**src/rtl/idec_pkg.sv**
```systemverilog
package idec_pkg;

   typedef enum logic [1:0] {
      ST_HEAD  = 2'd0,
      ST_REGS  = 2'd1,
      ST_CONST = 2'd2,
      ST_EMIT  = 2'd3
   } idec_state_e;

   localparam logic [3:0] NO_REG    = 4'hF;
   localparam logic [3:0] CLS_HALT  = 4'h0;
   localparam logic [3:0] CLS_NOP   = 4'h1;
   localparam logic [3:0] CLS_RRMOV = 4'h2;
   localparam logic [3:0] CLS_IRMOV = 4'h3;
   localparam logic [3:0] CLS_RMMOV = 4'h4;
   localparam logic [3:0] CLS_MRMOV = 4'h5;
   localparam logic [3:0] CLS_ALU   = 4'h6;
   localparam logic [3:0] CLS_JUMP  = 4'h7;
   localparam logic [3:0] CLS_CALL  = 4'h8;
   localparam logic [3:0] CLS_RET   = 4'h9;
   localparam logic [3:0] CLS_PUSH  = 4'hA;
   localparam logic [3:0] CLS_POP   = 4'hB;
   localparam logic [3:0] CLS_LAST  = CLS_POP;

   typedef struct packed {
      logic has_reg;
      logic has_const;
      logic bad;
      logic halt;
   } idec_shape_t;

endpackage

```
**src/rtl/idec_class_table.sv**
```systemverilog
module idec_class_table
   import idec_pkg::*;
(
   input  logic [3:0]  cls,
   output idec_shape_t shape
);

   always_comb begin
      shape = '0;
      unique case (cls)
         CLS_HALT:  shape.halt = 1'b1;
         CLS_NOP,
         CLS_RET:   shape = '0;
         CLS_RRMOV,
         CLS_ALU,
         CLS_PUSH,
         CLS_POP:   shape.has_reg = 1'b1;
         CLS_IRMOV,
         CLS_RMMOV,
         CLS_MRMOV: begin
            shape.has_reg   = 1'b1;
            shape.has_const = 1'b1;
         end
         CLS_JUMP,
         CLS_CALL:  shape.has_const = 1'b1;
         default:   shape.bad = 1'b1;
      endcase
   end

endmodule

```
**src/rtl/idec_const_asm.sv**
```systemverilog
module idec_const_asm #(
   parameter int CONST_BYTES = 4,
   parameter int LANE_W      = 2
) (
   input  logic                     clk,
   input  logic                     rst,
   input  logic                     clear,
   input  logic                     load,
   input  logic [LANE_W-1:0]        lane,
   input  logic [7:0]               din,
   output logic [CONST_BYTES*8-1:0] value
);

   for (genvar g = 0; g < CONST_BYTES; g++) begin : g_lane
      always_ff @(posedge clk) begin
         if (rst || clear)
            value[g*8 +: 8] <= '0;
         else if (load && lane == LANE_W'(g))
            value[g*8 +: 8] <= din;
      end
   end

endmodule

```
**src/rtl/idec_ctrl.sv**
```systemverilog
module idec_ctrl
   import idec_pkg::*;
#(
   parameter int CONST_BYTES = 4,
   parameter int LANE_W      = 2
) (
   input  logic              clk,
   input  logic              rst,
   input  logic              in_valid,
   input  logic              out_ready,
   input  idec_shape_t       head_shape,
   output idec_state_e       state,
   output logic              take,
   output logic [LANE_W-1:0] lane
);

   localparam logic [LANE_W-1:0] LANE_END = LANE_W'(CONST_BYTES - 1);

   logic need_const_q;

   assign take = in_valid && (state != ST_EMIT);

   always_ff @(posedge clk) begin
      if (rst) begin
         state        <= ST_HEAD;
         lane         <= '0;
         need_const_q <= 1'b0;
      end else begin
         unique case (state)
            ST_HEAD: if (take) begin
               lane         <= '0;
               need_const_q <= head_shape.has_const;
               if (head_shape.bad || (!head_shape.has_reg && !head_shape.has_const))
                  state <= ST_EMIT;
               else if (head_shape.has_reg)
                  state <= ST_REGS;
               else
                  state <= ST_CONST;
            end
            ST_REGS: if (take)
               state <= need_const_q ? ST_CONST : ST_EMIT;
            ST_CONST: if (take) begin
               lane <= lane + 1'b1;
               if (lane == LANE_END)
                  state <= ST_EMIT;
            end
            ST_EMIT: if (out_ready)
               state <= ST_HEAD;
            default: state <= ST_HEAD;
         endcase
      end
   end

endmodule

```
**src/rtl/ibyte_decoder.sv**
```systemverilog
module ibyte_decoder
   import idec_pkg::*;
#(
   parameter int CONST_BYTES = 4,
   parameter int LANE_W      = $clog2(CONST_BYTES),
   parameter int LEN_W       = $clog2(CONST_BYTES + 3)
) (
   input  logic                     clk,
   input  logic                     rst,
   input  logic                     in_valid,
   output logic                     in_ready,
   input  logic [7:0]               in_byte,
   output logic                     out_valid,
   input  logic                     out_ready,
   output logic [3:0]               out_class,
   output logic [3:0]               out_func,
   output logic [3:0]               out_ra,
   output logic [3:0]               out_rb,
   output logic [CONST_BYTES*8-1:0] out_const,
   output logic [LEN_W-1:0]         out_len,
   output logic                     out_invalid,
   output logic                     out_halt
);

   if (CONST_BYTES < 2 || CONST_BYTES > 8) begin : g_bad_const
      $error("ibyte_decoder: CONST_BYTES must lie in 2..8");
   end
   if (LANE_W != $clog2(CONST_BYTES)) begin : g_bad_lane
      $error("ibyte_decoder: LANE_W must not be overridden");
   end
   if (LEN_W != $clog2(CONST_BYTES + 3)) begin : g_bad_len
      $error("ibyte_decoder: LEN_W must not be overridden");
   end

   idec_state_e       state;
   logic              take;
   logic [LANE_W-1:0] lane;
   idec_shape_t       head_shape;

   idec_class_table u_table (
      .cls   (in_byte[7:4]),
      .shape (head_shape)
   );

   idec_ctrl #(.CONST_BYTES(CONST_BYTES), .LANE_W(LANE_W)) u_ctrl (
      .clk        (clk),
      .rst        (rst),
      .in_valid   (in_valid),
      .out_ready  (out_ready),
      .head_shape (head_shape),
      .state      (state),
      .take       (take),
      .lane       (lane)
   );

   wire take_head  = take && (state == ST_HEAD);
   wire take_regs  = take && (state == ST_REGS);
   wire take_const = take && (state == ST_CONST);

   idec_const_asm #(.CONST_BYTES(CONST_BYTES), .LANE_W(LANE_W)) u_const (
      .clk   (clk),
      .rst   (rst),
      .clear (take_head),
      .load  (take_const),
      .lane  (lane),
      .din   (in_byte),
      .value (out_const)
   );

   always_ff @(posedge clk) begin
      if (rst) begin
         out_class   <= '0;
         out_func    <= '0;
         out_ra      <= NO_REG;
         out_rb      <= NO_REG;
         out_len     <= '0;
         out_invalid <= 1'b0;
         out_halt    <= 1'b0;
      end else if (take_head) begin
         out_class   <= in_byte[7:4];
         out_func    <= in_byte[3:0];
         out_ra      <= NO_REG;
         out_rb      <= NO_REG;
         out_len     <= LEN_W'(1);
         out_invalid <= head_shape.bad;
         out_halt    <= head_shape.halt;
      end else if (take_regs) begin
         out_ra  <= in_byte[7:4];
         out_rb  <= in_byte[3:0];
         out_len <= out_len + 1'b1;
      end else if (take_const) begin
         out_len <= out_len + 1'b1;
      end
   end

   assign in_ready  = (state != ST_EMIT);
   assign out_valid = (state == ST_EMIT);

endmodule

```
**config.mk**
```make
export PLATFORM = sky130hd
export DESIGN_NAME = ibyte_decoder
export DESIGN_NICKNAME = d
export VERILOG_FILES = /design/src/rtl/idec_pkg.sv /design/src/rtl/idec_class_table.sv /design/src/rtl/idec_const_asm.sv /design/src/rtl/idec_ctrl.sv /design/src/rtl/ibyte_decoder.sv
export SDC_FILE = /design/constraint.sdc
export NUM_CORES = 1
export LEC_CHECK = 0
export BUFFER_PORTS_ARGS = -buffer_cell sky130_fd_sc_hd__clkbuf_2
export CAP_MARGIN = 20
export CORE_UTILIZATION = 51
export CTS_CLUSTER_SIZE = 8
export DETAILED_ROUTE_END_ITERATION = 6
export PLACE_DENSITY_LB_ADDON = 0.25
export SYNTH_ARGS = -nofsm -noshare
export SYNTH_HDL_FRONTEND = slang
export SYNTH_SLANG_ARGS = --single-unit
```
**constraint.sdc**
```tcl
create_clock -name clk -period 2 [get_ports clk]
set_input_delay 0.4 -clock clk [delete_from_list [all_inputs] [get_ports clk]]
set_output_delay 0.4 -clock clk [all_outputs]
set_load 0.01 [all_outputs]
```
==> run_results.csv, run 1 <==
group,metric,value,unit
outcome,outcome,"complete, but fails checks",
outcome,violations,"DRC",
clock_tree,clock-sinks,58,
critical_path,arrival,2.03,ns
critical_path,crit_start,"u_ctrl.state[0]$_SDFFE_PP0P_",
critical_path,worst_r2r_endpoint,"out_ra[0]$_SDFFE_PP1P_",
critical_path,crit_chain,"ha_1 -> and3b_1 -> nor2_2 -> nand3_1",
cells_and_area,drive_gt1_share,23.5,%
yosys,synth.cell_area,0.00243,mm^2
pwr,power.leakage,1.24,nW
sta,relSlewSlack,67.2,%
yosys,synth_async_sr_flop_share,0,%
sta,holdWs,0.393,ns
sta,period_needed,1.83,ns
sta,setup_viol,0,
yosys,yosysSeqAreaShare,47.8,%
yosys,synthTopCellsByArea,"dfxtp_1, nand2_1, a21oi_1",
critical_path,r2r_start,"u_ctrl.state[0]$_SDFFE_PP0P_",
yosys,synth_top_area_share,47.8,%
die,dieHeight,71.0,um
die,die_x,71.0,um
placement,dpl.cell_count,402,
yosys,yosysUniqueCellTypes,37,
critical_path,critical_path_class,"reg -> reg",
cells_and_area,nets,382,
clock_tree,numCtsBuffers,9,
clock_tree,clock_path_buffers,2,
placement,place_hpwl,4.01,mm
sta,tightest_slew,0.492,ns
pwr,power.total,3.24,mW
clock_tree,cts_root_buf,"clkbuf_8",
run,drv_cap,0,
grt,grt_use_total,24.8,%
grt,grt_pass1_vias,2031,
yosys,ys.flop_type,"dfxtp_1",
sta,fin_crit_sh,91.5,%
die,die_area,0.00504,mm^2
yosys,ys_seq_elements,58,
clock_tree,htreeDepth,3,
pwr,p_per_area,1100,mW/mm^2
sta,layout_setup_ws,0.170,ns
critical_path,cp_slowest_cell,"ha_1",
cells_and_area,final_cell_mix,"nand2_1, clkbuf_2, dfxtp_1",
sta,hold_violations,0,
drt,vias,2276,
sta,rsz0062_at_grt,"no",
cells_and_area,layout_commonest_cell,"nand2_1",
yosys,synth_top_area_cell,"dfxtp_1",
die,ios,67,
critical_path,end_kind,"flip-flop",
yosys,synth_edf_count,0,
critical_path,crit_family,"simple AND/OR/NAND/NOR gates",
sta,finalSetupTns,0,ns
sta,clock-skew-final,0.00590,ns
yosys,syn_nets,324,
grt,grt_overflow,0,
sta,maxSlewViolCount,0,
pwr,ir_worst_vdd,0.511,mV
cells_and_area,antennaDiodeCount,0,
drt,wl_per_cell,14.1,um
placement,port-buffer-count,66,
drt,via_per_inst,5.44,
drt,drt.antenna.violating_nets,0,
clock_tree,ctsResizeCount,0,
die,rows,24,
cells_and_area,fin_cells,418,
critical_path,r2r_cells,4,
grt,grt_pass1_wl,9.54,mm
placement,dp_slack,0.212,ns
critical_path,endpoint,"out_ra[0]$_SDFFE_PP1P_",
yosys,synth_cells,303,
cells_and_area,fillers,390,
hold_path,hold_start,"in_byte[0]",
critical_path,path_depth,4,
hold_path,hold_path.class,"in -> reg",
clock_tree,clkTransAtPathRegs,0.06,ns
grt,antenna_found_initial,0,
cells_and_area,area_growth,21.4,%
clock_tree,clock_latency,0.34,ns
placement,gp_congestion,0.810,
sta,fmax,546,MHz
clock_tree,holdBufCountCts,0,
grt,grt_max_degree,33,
critical_path,path_buf_inv,0,
critical_path,cp.required,2.20,ns
critical_path,critPathMaxStageDelay,0.45,ns
critical_path,cp_max_fo,17,
drt,drc_errors,6,
critical_path,rrSetupSlack,0.17,ns
yosys,ys_warn_count,0,
critical_path,worstSetupStartpointType,"flip-flop",
clock_tree,cts_setup_buffers,0,
drt,drt_iter0_markers,147,
yosys,synth_area_per_cell,8.02,um^2
die,initial_core_util,54.3,%
drt,finalWirelength,5.90,mm
die,core-area,0.00447,mm^2
drt,first_pass_iters,7,
clock_tree,cts_tree,"yes",
through the flow:
step           utilization [%]  area [um^2]
2_1_floorplan                -         2430
3_3_place_gp              61.5         2750
3_5_place_dp              61.5         2750
4_1_cts                   65.9         2950
5_1_grt                   65.9         2950
6_report                  65.9         2950
kinds of logic (layout without fill, tap and decap cells):
logic type      count (synthesis)  after routing  share of synthesized area (%)
fa+ha+maj                       9              9                           4.64
buf+inv                        29             92                           5.25
flops                          58             58                           47.8
simple gates                  145            145                           28.0
compound gates                 62             62                           14.3
final cells by class:
class | instances | area, um^2 | share of cell area, %
Sequential cell | 58 | 1160 | 39.4
Inverter | 8 | 30.0 | 1.02
Timing Repair Buffer | 68 | 358 | 12.1
Clock buffer | 11 | 141 | 4.79
Tap cell | 52 | 65.1 | 2.21
Clock inverter | 5 | 53.8 | 1.82
Multi-Input combinational cell | 216 | 1140 | 38.7
sequential cells by signal, indices dropped and copies added, names as in the netlist:
register / cells
out_len: 3
out_halt: 1
u_const.value: 32
out_func: 4
out_ra: 4
u_ctrl.state: 2
u_ctrl.need_const_q: 1
u_ctrl.lane: 2
out_invalid: 1
out_class: 4
out_rb: 4
worst min path at each step:
stage | end | slack (ns) | cells past startpoint
2_1_floorplan | u_ctrl.need_const_q$_SDFFE_PP0P_ | 0.47 | 2
3_3_place_gp | u_const.value[3]$_SDFFE_PP0P_ | 0.44 | 2
3_5_place_dp | u_const.value[19]$_SDFFE_PP0P_ | 0.45 | 2
4_1_cts | u_const.value[24]$_SDFFE_PP0P_ | 0.39 | 3
5_1_grt | u_const.value[27]$_SDFFE_PP0P_ | 0.41 | 3
6_report | u_const.value[24]$_SDFFE_PP0P_ | 0.39 | 3
metal layers:
metal  wire, um  global-route usage, %
met1       2660                   30.9
met2       2770                   40.2
met3        346                   5.84
met4        123                   13.1
met5          0                      0
synth_stat cells, types with 2 or more instances:
master,n
nand3b_1,3
a311oi_1,2
inv_1,8
buf_2,9
buf_4,2
dfxtp_1,58
nand2b_1,3
nor2b_1,5
and3b_1,2
ha_1,9
o21ai_0,5
a21oi_1,46
and4b_1,5
nor3_1,2
nand4b_1,4
buf_1,2
nor2_1,4
nand3_1,9
nand2_1,100
clkbuf_1,8
worst register-to-register path, cell delays in order, from the launching register on:
cell	delay, ns
dfxtp_1	0.39
ha_1	0.45
and3b_1	0.40
nor2_2	0.34
nand3_1	0.13
where the power goes:
part           internal (mW)  leakage, nW  switching (mW)
registers               1.27        0.470          0.0709
logic                  0.309        0.667           0.533
clock network          0.604        0.103           0.454
Note: power is estimated with default switching activity, not from simulation.
==> run 2: changes to the inputs <==
--- a/config.mk
+++ b/config.mk
@@ -5,7 +5,7 @@
 export SDC_FILE = /design/constraint.sdc
 export NUM_CORES = 1
 export LEC_CHECK = 0
-export BUFFER_PORTS_ARGS = -buffer_cell sky130_fd_sc_hd__clkbuf_2
+export BUFFER_PORTS_ARGS = -buffer_cell sky130_fd_sc_hd__buf_2
 export CAP_MARGIN = 20
 export CORE_UTILIZATION = 51
 export CTS_CLUSTER_SIZE = 8
==> constraint.sdc (replaced) <==
create_clock -name clk -period 1.9 [get_ports clk]
set_input_delay 0.285 -clock clk [delete_from_list [all_inputs] [get_ports clk]]
set_output_delay 0.285 -clock clk [all_outputs]
set_load 0.01 [all_outputs]
==> run 2 against run 1 <==
- the flow still finishes with violations (DRC)
- worst hold slack worse by 0.13 ns
- first-iteration DRC count up 20%
- sequential share of layout area fell by 0.20 points
- routed wire length up 1.5%
- critical path depth up 1
- final cell count grew 0.48%
- largest power group unchanged
- highest routed layer unchanged
==> run_results.csv, run 2 (synthesis gave the netlist of run 1 again) <==
group,metric,value,unit
clock_tree,cts_setup_buffers,0,
sta,relSlewSlack,66.8,%
cells_and_area,final_cell_mix,"nand2_1, buf_2, dfxtp_1",
hold_path,hold_path.class,"in -> reg",
outcome,violations,"DRC",
pwr,p_per_area,1160,mW/mm^2
drt,drt.antenna.violating_nets,0,
clock_tree,clock_path_buffers,2,
run,drv_cap,0,
cells_and_area,finalInstanceArea,0.00296,mm^2
sta,period_needed,1.73,ns
die,ios,67,
clock_tree,numCtsBuffers,9,
die,initial_core_util,54.3,%
cells_and_area,layout_commonest_cell,"nand2_1",
pwr,ir_worst_vdd,0.797,mV
clock_tree,clkTransAtPathRegs,0.07,ns
critical_path,cp.required,2.09,ns
cells_and_area,area_growth,22.1,%
sta,finalSetupTns,0,ns
drt,drc_errors,6,
clock_tree,holdBufCountCts,0,
critical_path,critical_path_class,"reg -> reg",
cells_and_area,fin_cells,420,
critical_path,r2r_cells,5,
critical_path,end_kind,"flip-flop",
drt,via_per_inst,5.44,
sta,fin_crit_sh,90.9,%
clock_tree,cts_tree,"yes",
sta,tightest_slew,0.498,ns
placement,port-buffer-count,66,
placement,dpl.cell_count,404,
drt,vias,2283,
critical_path,cp_max_fo,13,
sta,maxSlewViolCount,0,
pwr,power.leakage,1.28,nW
die,dieHeight,71.0,um
grt,antenna_found_initial,0,
clock_tree,htreeDepth,3,
cells_and_area,fillers,394,
clock_tree,ctsResizeCount,0,
clock_tree,clock_latency,0.33,ns
cells_and_area,largest_reg_flops,32,
hold_path,min_path_cells,3,
grt,grt_max_degree,33,
grt,grt_pass1_wl,9.44,mm
critical_path,arrival,1.92,ns
clock_tree,cts_root_buf,"clkbuf_8",
die,die_area,0.00504,mm^2
outcome,outcome,"complete, but fails checks",
hold_path,min_to,"u_const.value[24]$_SDFFE_PP0P_",
placement,place_hpwl,4.04,mm
sta,setup_viol,0,
grt,grt_use_total,24.6,%
placement,gp_congestion,0.863,
cells_and_area,regMostFlops,"u_const.value",
sta,rsz0062_at_grt,"no",
sta,hold_violations,0,
cells_and_area,regArea,0.00116,mm^2
critical_path,rrSetupSlack,0.17,ns
die,core-area,0.00447,mm^2
grt,grt_pass1_vias,2029,
cells_and_area,drive_gt1_share,23.9,%
die,die_x,71.0,um
sta,clock-skew-final,0.00713,ns
hold_path,hold_start,"in_byte[0]",
cells_and_area,antennaDiodeCount,0,
drt,drt_iter0_markers,176,
placement,placed_area,0.00277,mm^2
critical_path,r2r_start,"u_ctrl.state[0]$_SDFFE_PP0P_",
drt,first_pass_iters,6,
drt,wl_per_cell,14.3,um
die,rows,24,
critical_path,worst_r2r_endpoint,"out_ra[2]$_SDFFE_PP1P_",
grt,grt_overflow,0,
critical_path,worstSetupStartpointType,"flip-flop",
cells_and_area,nets,384,
drt,finalWirelength,5.99,mm
sta,fmax,579,MHz
cells_and_area,multi_input_area,0.00114,mm^2
clock_tree,clock-sinks,58,
run 2: metal layers:
metal  wire length [um]  global-route usage [%]  share of wire, %
met1               2780                    30.6                46
met2               2800                    39.5                47
met3                293                    5.98               4.9
met4                119                    13.3               2.0
met5                  0                       0                 0
run 2: through the flow:
step                      setup slack (ns)  utilization (%)  total power, mW  hold WS, ns
after detailed placement             0.214             61.9             2.32        0.444
after global placement               0.295             61.9             2.29        0.438
after global routing                0.0414             66.2             3.61        0.273
after CTS                            0.199             66.2             3.44        0.258
after floorplan                      0.398                -             2.05        0.407
final                                0.173             66.2             3.44        0.266
run 2: how the worst max path moves through the flow:
stage,cells after the start,endpoint,from,slack (ns)
final,5,out_ra[2]$_SDFFE_PP1P_,u_ctrl.state[0]$_SDFFE_PP0P_,0.17
after global routing,5,out_ra[2]$_SDFFE_PP1P_,u_ctrl.state[0]$_SDFFE_PP0P_,0.04
after CTS,5,out_ra[2]$_SDFFE_PP1P_,u_ctrl.state[0]$_SDFFE_PP0P_,0.20
after detailed placement,5,out_ra[2]$_SDFFE_PP1P_,u_ctrl.state[0]$_SDFFE_PP0P_,0.21
after global placement,5,out_ra[2]$_SDFFE_PP1P_,u_ctrl.state[0]$_SDFFE_PP0P_,0.29
after floorplan,5,u_ctrl.state[1]$_SDFFE_PP0P_,u_ctrl.state[1]$_SDFFE_PP0P_,0.40
run 2: worst max-delay path, stage by stage, from the launching register on:
cell and delay, ns:
dfxtp_1 0.38, inv_1 0.09, ha_1 0.26, and3b_1 0.37, nor2_2 0.35, o211ai_1 0.13
run 2: power by group:
group	switching (mW)	total [mW]	internal [mW]
Sequential	0.0717	1.40	1.33
Combinational	0.565	0.904	0.338
Clock	0.497	1.13	0.637
run 2: cell type report:
cell class                      instances  area share, %
Clock inverter                          5           1.82
Clock buffer                           11           4.77
Timing Repair Buffer                   70           12.6
Inverter                                8           1.01
Sequential cell                        58           39.2
Multi-Input combinational cell        216           38.5
Tap cell                               52           2.20
==> run 3: changes to the inputs <==
--- a/config.mk
+++ b/config.mk
@@ -10,7 +10,7 @@
 export CORE_UTILIZATION = 51
 export CTS_CLUSTER_SIZE = 8
 export DETAILED_ROUTE_END_ITERATION = 6
-export PLACE_DENSITY_LB_ADDON = 0.25
+export PLACE_DENSITY_LB_ADDON = 0.3
 export SYNTH_ARGS = -nofsm -noshare
 export SYNTH_HDL_FRONTEND = slang
 export SYNTH_SLANG_ARGS = --single-unit
==> run 3 against run 2 <==
- the run still ends with DRC left
- non-clock buffer count grew 2
- global-route usage grew 0.64 points
- final area grew 0.38%
- via count grew 0.96%
- critical path depth shrank 1
- fmax grew 3.1%
- routed wire length grew 0.83%
==> run_results.csv, run 3 (synthesis gave the netlist of run 1 again) <==
group,metric,value,unit
clock_tree,cts_setup_buffers,0,
critical_path,critical_path_class,"reg -> reg",
grt,grt_max_degree,25,
drt,vias,2305,
die,die_area,0.00504,mm^2
cells_and_area,layout_commonest_cell,"nand2_1",
sta,hold_violations,0,
sta,period_needed,1.67,ns
drt,via_per_inst,5.48,
drt,finalWirelength,6.04,mm
drt,drt_iter0_markers,162,
drt,drt.antenna.violating_nets,0,
placement,port-buffer-count,66,
clock_tree,clock_path_buffers,2,
cells_and_area,nets,386,
cells_and_area,finalInstanceArea,0.00298,mm^2
cells_and_area,final_cell_mix,"nand2_1, buf_2, dfxtp_1",
clock_tree,clock_latency,0.33,ns
drt,wl_per_cell,14.3,um
sta,maxSlewViolCount,0,
clock_tree,ctsResizeCount,0,
sta,clock-skew-final,0.00330,ns
placement,place_hpwl,3.97,mm
cells_and_area,area_growth,22.5,%
cells_and_area,regMostFlops,"u_const.value",
cells_and_area,antennaDiodeCount,0,
critical_path,worstSetupStartpointType,"flip-flop",
sta,rsz0062_at_grt,"no",
clock_tree,clkTransAtPathRegs,0.06,ns
outcome,violations,"DRC",
clock_tree,numCtsBuffers,9,
clock_tree,htreeDepth,3,
sta,tightest_slew,0.424,ns
pwr,ir_worst_vdd,0.678,mV
clock_tree,cts_root_buf,"clkbuf_8",
die,dieHeight,71.0,um
critical_path,arrival,1.94,ns
placement,placed_area,0.00277,mm^2
die,die_x,71.0,um
sta,relSlewSlack,71.0,%
die,initial_core_util,54.3,%
grt,antenna_found_initial,0,
pwr,p_per_area,1170,mW/mm^2
outcome,outcome,"complete, but fails checks",
sta,finalSetupTns,0,ns
critical_path,end_kind,"flip-flop",
sta,fin_crit_sh,88.2,%
clock_tree,holdBufCountCts,0,
cells_and_area,largest_reg_flops,32,
cells_and_area,fillers,404,
grt,grt_pass1_wl,9.73,mm
drt,first_pass_iters,6,
cells_and_area,drive_gt1_share,24.1,%
die,rows,24,
critical_path,cp_max_fo,11,
run,drv_cap,0,
grt,grt_use_total,25.3,%
grt,grt_pass1_vias,2092,
hold_path,hold_path.class,"in -> reg",
clock_tree,cts_tree,"yes",
die,ios,67,
clock_tree,clock-sinks,58,
pwr,power.leakage,1.28,nW
grt,grt_overflow,0,
sta,setup_viol,0,
sta,fmax,597,MHz
die,core-area,0.00447,mm^2
drt,drc_errors,9,
placement,gp_congestion,0.873,
critical_path,cp.required,2.17,ns
[run 3: cell count changes in the layout (fill, tap and decap cells not counted)]
cell,delta
clkbuf_8,+2
clkinv_2,-2
buf_12,-1
buf_4,+3
clkinv_4,-1
[run 3: metal layers]
metal / wire (um) / global-route usage (%) / share of wire [%] / up-vias
met5: 0 / 0 / 0 / -
met4: 102 / 13.1 / 1.7 / 0
met3: 328 / 4.84 / 5.4 / 8
met2: 2910 / 43.3 / 48 / 75
met1: 2700 / 30.2 / 45 / 1084
li1: - / - / - / 1138
[run 3: through the flow]
step	worst slack (ns)	total power [mW]	std cells	utilization, %	hold slack, ns
after floorplan	0.398	2.05	303	-	0.407
after global placement	0.302	2.30	406	61.9	0.440
after detailed placement	0.269	2.32	406	61.9	0.444
after CTS	0.230	3.48	421	66.5	0.259
after global routing	0.110	3.64	421	66.5	0.272
final	0.225	3.48	421	66.5	0.272
[run 3: layout make-up]
| type | count | area, um^2 | share of cell area [%] |
|---|---|---|---|
| timing repair buffer | 72 | 375 | 12.6 |
| clock inverter | 2 | 35.0 | 1.18 |
| multi-input combinational | 216 | 1140 | 38.3 |
| inverter | 8 | 30.0 | 1.01 |
| clock buffer | 13 | 169 | 5.68 |
| tap | 52 | 65.1 | 2.19 |
| sequential | 58 | 1160 | 39.0 |
[run 3: worst max-delay path: stages, from the launching register on]
cell and delay [ns]:
dfxtp_1 0.34, ha_1 0.27, nand2b_1 0.31, or4_1 0.54
a21oi_1 0.15
[run 3: final timing paths]
| check | end | depth (start not counted) | slack, ns | start |
|---|---|---|---|---|
| worst max-delay path | out_len[2]$_SDFFE_PP0P_ | 4 | 0.23 | u_ctrl.state[0]$_SDFFE_PP0P_ |
| worst min-delay path | u_const.value[11]$_SDFFE_PP0P_ | 3 | 0.27 | in_byte[3] |
| worst max register to register | out_len[2]$_SDFFE_PP0P_ | 4 | 0.23 | u_ctrl.state[0]$_SDFFE_PP0P_ |
| worst min register to register | u_const.value[2]$_SDFFE_PP0P_ | 2 | 0.45 | u_const.value[2]$_SDFFE_PP0P_ |
[run 3: where the power goes]
group / internal, mW / switching (mW) / total, mW
registers: 1.33 / 0.0740 / 1.41
clock network: 0.704 / 0.466 / 1.17
logic: 0.341 / 0.562 / 0.903
total: 2.38 / 1.10 / 3.48
